### src/rtl/bus_cycle_mux.sv
module bus_cycle_mux #(
  parameter int DW = 8,
  parameter int BW = 8,
  parameter int KW = 3
) (
  input  logic          clk,
  input  logic          rst_n,
  input  logic          half2,
  input  logic [KW-1:0] cyc_kind,
  input  logic [BW-1:0] bank,
  input  logic [DW-1:0] wdata,
  input  logic          wr_en,
  output logic [DW-1:0] bus_out,
  output logic          bus_oe,
  output logic          vda,
  output logic          vpa,
  output logic          vp_n
);
  localparam logic [KW-1:0] K_PROG = KW'(1);
  localparam logic [KW-1:0] K_DATA = KW'(2);
  localparam logic [KW-1:0] K_OPF  = KW'(3);
  localparam logic [KW-1:0] K_VEC  = KW'(4);

  logic          d_vda, d_vpa, d_vec;
  logic          vda_q, vpa_q, vec_q, wr_q, ph_q;
  logic [BW-1:0] bank_q;
  logic [DW-1:0] wd_q;

  always_comb begin
    d_vda = 1'b0;
    d_vpa = 1'b0;
    d_vec = 1'b0;
    case (cyc_kind)
      K_PROG: d_vpa = 1'b1;
      K_DATA: d_vda = 1'b1;
      K_OPF: begin
        d_vda = 1'b1;
        d_vpa = 1'b1;
      end
      K_VEC: begin
        d_vda = 1'b1;
        d_vec = 1'b1;
      end
      default: ;
    endcase
  end

  always_ff @(posedge clk) begin
    if (!rst_n) begin
      ph_q   <= 1'b0;
      vda_q  <= 1'b0;
      vpa_q  <= 1'b0;
      vec_q  <= 1'b0;
      wr_q   <= 1'b0;
      bank_q <= '0;
      wd_q   <= '0;
    end else begin
      ph_q <= half2;
      if (!half2) begin
        vda_q  <= d_vda;
        vpa_q  <= d_vpa;
        vec_q  <= d_vec;
        wr_q   <= wr_en && (cyc_kind == K_DATA);
        bank_q <= bank;
        wd_q   <= wdata;
      end
    end
  end

  wire mem_q = vda_q | vpa_q;

  assign vda     = vda_q;
  assign vpa     = vpa_q;
  assign vp_n    = ~vec_q;
  assign bus_oe  = mem_q & (~ph_q | wr_q);
  assign bus_out = !bus_oe ? '0 : (ph_q ? wd_q : DW'(bank_q));
endmodule


### config.mk
export PLATFORM = sky130hd
export DESIGN_NAME = bus_cycle_mux
export DESIGN_NICKNAME = d
export VERILOG_FILES = /design/src/rtl/bus_cycle_mux.sv
export SDC_FILE = /design/constraint.sdc
export NUM_CORES = 1
export LEC_CHECK = 0
export BUFFER_PORTS_ARGS = -buffer_cell sky130_fd_sc_hd__buf_2
export CAP_MARGIN = 10
export CORE_MARGIN = 2
export CORE_UTILIZATION = 51
export DETAILED_ROUTE_END_ITERATION = 6
export PLACE_DENSITY = 0.87
export SYNTH_ARGS = -nofsm -noshare
export SYNTH_HDL_FRONTEND = slang
export SYNTH_SLANG_ARGS = --single-unit
export TNS_END_PERCENT = 1
### constraint.sdc
create_clock -name clk -period 1.3 [get_ports clk]
set_input_delay 0.13 -clock clk [delete_from_list [all_inputs] [get_ports clk]]
set_output_delay 0.13 -clock clk [all_outputs]
set_load 0.05 [all_outputs]
Yosys cells after proc, flatten, opt, wreduce, memory -nomap -nowiden --
Index checks and enable logic that the tools add are counted.
Storage, ports and cells: register bits 21, input port bits 23, output and inout bits 12, logic and storage cells 24
Operators by class: eq/ne operators 4, multiplexer cells 5, bitwise gates (word level) 5, reductions and logical operators 3
Operators with widths (number):
- $mux 8 | 2
- $eq 3x2->1 const B | 2
- $eq 3x1->1 const B | 1
- $eq 3x3->1 const B | 1
- $mux 1 | 3
- $reduce_or 3->1 | 1
- $not 1->1 | 2
- $or 1x1->1 | 2
- $reduce_or 2->1 | 1
- $and 1x1->1 | 1
- $logic_and 1x1->1 | 1

Logic depth before layout (Yosys ltp) --
depth in word-level cells 4, gate-level depth with buffers 4, depth with buffers taken out 2

Least setup slack after synthesis --
OpenSTA, ideal clock, no wires.
path type reg-to-output, start point register vpa_q, in the netlist vpa, end point output port bus_out[0], arrival time 1.993 ns, path slack -0.823 ns, stages on the path, launching flop included 3, buffers on the path 0, path through dfxtp_1 nor2_1 nor3_1
On the way: cells in the longest elaborated chain, start to end 3
Ends and longest elaborated chain:
- start: declaration | line 25 | logic vda_q, vpa_q, vec_q, wr_q, ph_q;
- start signal: assignment | line 61 | vpa_q <= d_vpa;
- $or 1x1->1 | line 70 | wire mem_q = vda_q | vpa_q;
- $and 1x1->1 | line 75 | assign bus_oe = mem_q & (~ph_q | wr_q);
- $mux 8 | line 76 | assign bus_out = !bus_oe ? '0 : (ph_q ? wd_q : DW'(bank_q));
- end: declaration | line 13 | output logic [DW-1:0] bus_out,
No other way between the ends.

Worst setup path after layout --
start point register ph_q, end point output port bus_out[0]
On the way: cells in the longest elaborated chain, start to end 4, elaborated cells between the ends (all ways) 5
Ends and longest elaborated chain:
- start: declaration | line 25
- start signal: assignment | line 58 | ph_q <= half2;
- $not 1->1 | line 75
- $or 1x1->1 | line 75
- $and 1x1->1 | line 75
- $mux 8 * | line 76
Mark *: on every way between the ends. The rest lies on a longest branch, timed or not.

==> reports/qor.csv <==
stage,metric,value,unit
critical_path,maximum fanout count along the critical path,8,
critical_path,number of cell instances on the worst register-to-register path,2,
synth,net count after synthesis,116,
timing,Max Fclk,0.6802,GHz
synth,proportion of synthesized chip area in sequential cells,43.24,%
global_routing,first-pass GRT wire length,3946,um
critical_path,Critical R2R Capture,vda$_SDFFE_PN0N_,
critical_path,flop2flop setup slack,0.50,ns
die,vertical die dimension,47.66,um
timing,pin slew with the least headroom to its limit,0.3122,ns
die,area of the die,0.002271,mm^2
critical_path,reg-to-reg startpoint,vda$_SDFFE_PN0N_,
place,global placement routability congestion,0.7242,
route,vias per cell,5.163,
critical_path,Crit. End Element,output pin,
route,routed length on met3,88,um
critical_path,worst setup path class,flip-flop to output pin,
power,share of power burned in the clock network,22.8,%
die,area inside the core boundary,0.001764,mm^2
place,placed wire-length estimate after detailed placement,1392,um
power,Leak,0.6170,nW
timing,headroom to the max-slew limit,78.90,%
power,share of total power in combinational logic,25.5,%
synth,number of flops mapped to enable cells by yosys,0,
timing,Max Transition Viols Final,0,
global_routing,total overflow reported by the global router,0,
timing,final critical-path required period,1.470,ns
clocking,number of buffers between clock root and the deepest sink,2,
clocking,number of H-tree levels,1,
clocking,clock-pin slew on the worst setup and hold paths,0.12,ns
clocking,number of CTS-inserted buffers,3,
timing,total negative setup slack,-1.194,ns
run,number of maximum-capacitance constraint violations,0,
timing,crit share post-route,113.1,%
route,Total Routed Length,2415,um
route,final antenna-violating net count,0,
critical_path,required time of the worst setup path,1.17,ns
place,IO Port Bufs,34,
route,detailed-routing wirelength on met1,992,um
synth,gate count after technology mapping,93,
clocking,number of clock sinks,21,
synth,Avg Synthesized Cell Area,10.45,um^2
die,ports placed on the boundary,35,
power,total net switching power,0.0004200,W
timing,RSZ-0062 raised after global routing,yes,
route,Max Used Layer,met4,
critical_path,kind of start point of the critical path,flip-flop,
synth,post-synthesis cell type count,20,
power,sequential group share of total power,51.8,%
route,number of design rule violations left after detail routing,0,
global_routing,vias in the first global route,860,
finish,final std cells w/o fill,153,
route,Detail Route met2 WL,1319,um
route,vias after detailed routing,790,
hold_path,worst-case hold path end point,bank_q[5]$_SDFFE_PN0N_,
hold_path,hold depth,3,
timing,setup slack of the critical path after layout,-0.1703,ns
global_routing,Tot GR Track Use,25.23,%
hold_path,critical hold path startpoint,bank[5],
global_routing,initial antenna violation count,0,
clocking,root buffer selected by CTS,sky130_fd_sc_hd__clkbuf_4,
route,length of the first detailed-routing pass in iterations,4,
run_status,status,"finished, violations left",
timing,Final Hold Violating Endpoints,0,
synth,count of yosys warnings during synthesis,0,
power,power per cell area,927.8,mW/mm^2
run_status,violated checks,negative setup slack,
timing,hold slack final,0.08199,ns
power,switching power share of the total,30.27,%
place,placement-stage worst setup slack,0.02371,ns
place,Inst Count DP,147,
route,average wire per cell in the routed design,15.78,um
synth,Syn Std Cell Area,972.2,um^2
timing,count of endpoints failing setup in the final report,9,
finish,post-layout utilization of the core,84.75,%
power,highest ir drop seen on vdd,734.5,uV
synth,leading register cell type out of synthesis,sky130_fd_sc_hd__dfxtp_1,
hold_path,Worst Hold Class,input port to flip-flop,
clocking,clock tree from TritonCTS,done,
finish,share of cells above drive strength 1,50.00,%
synth,Seq cells post-synth,21,
finish,layout overhead on the synthesized area,53.80,%
die,Row Count,15,
timing,Fin Clk Skew,0,ns
finish,diode count,0,
power,Power Internal,0.0009673,W
die,horizontal die dimension,47.66,um
clocking,clock insertion delay at the later pin of the skew report,0.29,ns
global_routing,largest net degree at the start of global routing,24,
critical_path,data arrival time of the critical path,1.34,ns
die,starting utilization of the core area,55.11,%
route,Iter 0 DRT Violations,5,
finish,final net count,152,
synth,proportion of synthesized flip-flops having asynchronous set or reset,0,%
sequential cells by signal (all words and copies together) (netlist names):
register / flops
bank_q: 8
wr_q: 1
ph_q: 1
vpa: 1
wd_q: 8
vda: 1
vec_q: 1
worst max-delay path, cell delays in order, from the launching register on:
cell and delay (ns):
sky130_fd_sc_hd__dfxtp_2 0.36, sky130_fd_sc_hd__buf_12 0.16, sky130_fd_sc_hd__mux2i_4 0.19, sky130_fd_sc_hd__nor3_4 0.15
sky130_fd_sc_hd__buf_6 0.18
cells in the mapped netlist (2+ instances only):
library cell               number  area, um^2
sky130_fd_sc_hd__buf_6          4       45.04
sky130_fd_sc_hd__clkbuf_1       2       7.510
sky130_fd_sc_hd__dfxtp_1       21       420.4
sky130_fd_sc_hd__inv_1          2       7.510
sky130_fd_sc_hd__mux2i_1       24       240.2
sky130_fd_sc_hd__nor2_1         2       7.510
sky130_fd_sc_hd__nor2b_1       18       112.6
sky130_fd_sc_hd__nor3_1         8       40.04
cells by family after synthesis:
| group | Yosys count | share of synthesized area (%) |
|---|---|---|
| multiplexers | 24 | 24.71 |
| AND/OR/NAND/NOR | 35 | 21.62 |
| flip-flops | 21 | 43.24 |
| AO/OA/AOI/OAI | 4 | 3.733 |
| buffers and inverters | 9 | 6.692 |
stage by stage:
step	cell area, um^2	power (W)
2_1_floorplan	1102	0.0009314
3_3_place_gp	1259	0.0009822
3_5_place_dp	1259	0.0009923
4_1_cts	1495	0.001378
5_1_grt	1495	0.001442
6_report	1495	0.001387
power groups by stage:
stage          Sequential (W)  Combinational (W)  Clock, W
3_5_place_dp         0.000715           0.000278         0
2_1_floorplan        0.000721           0.000210         0
6_report             0.000718           0.000354  0.000316
4_1_cts              0.000716           0.000347  0.000315
5_1_grt              0.000721           0.000377  0.000344
3_3_place_gp         0.000712           0.000270         0
layout by cell type (no fill, tap or decap), drive strengths merged:
master  instances
nand2           1
nor2            2
buf            38
clkbuf          4
nor3b           1
dfxtp          21
mux2i          24
or2b            1
a31o            1
or3b            1
and3            1
a21boi          1
nor2b          18
nor3            8
inv             2
o311a           1
and2            1
a32o            1
nor4bb          1
how the worst max path moves through the flow:
stage / from / to / slack (ns) / cells after the start
floorplan: ph_q$_SDFF_PN0_ / bus_out[0] / -0.008 / 4
global placement: ph_q$_SDFF_PN0_ / bus_out[6] / 0.06 / 3
detailed placement: ph_q$_SDFF_PN0_ / bus_out[0] / 0.02 / 3
CTS: ph_q$_SDFF_PN0_ / bus_out[0] / -0.15 / 4
global route: ph_q$_SDFF_PN0_ / bus_out[0] / -0.21 / 4
finish: ph_q$_SDFF_PN0_ / bus_out[0] / -0.17 / 4
layer usage:
layer,up-vias,GRT usage (%)
met5,-,0
met4,0,4.865
met3,2,5.660
met2,23,45.68
met1,372,30.90
li1,393,-
layout make-up:
type,count,area [um^2]
Tap cell,25,31.28
Inverter,2,7.507
Clock buffer,4,26.28
Multi-Input combinational cell,63,699.4
Timing Repair Buffer,38,306.5
Sequential cell,21,424.2
Fill cell,110,269.0
timing repair:
item | in CTS | in global routing
pin swaps | 9 | 0
resized for setup | 38 | 0
hold endpoints to repair | 0 | 0
hold buffers | 0 | 0
endpoints found under the setup margin | 9 | 9
setup buffers | 2 | 0
Note: power is estimated with default switching activity, not from simulation.
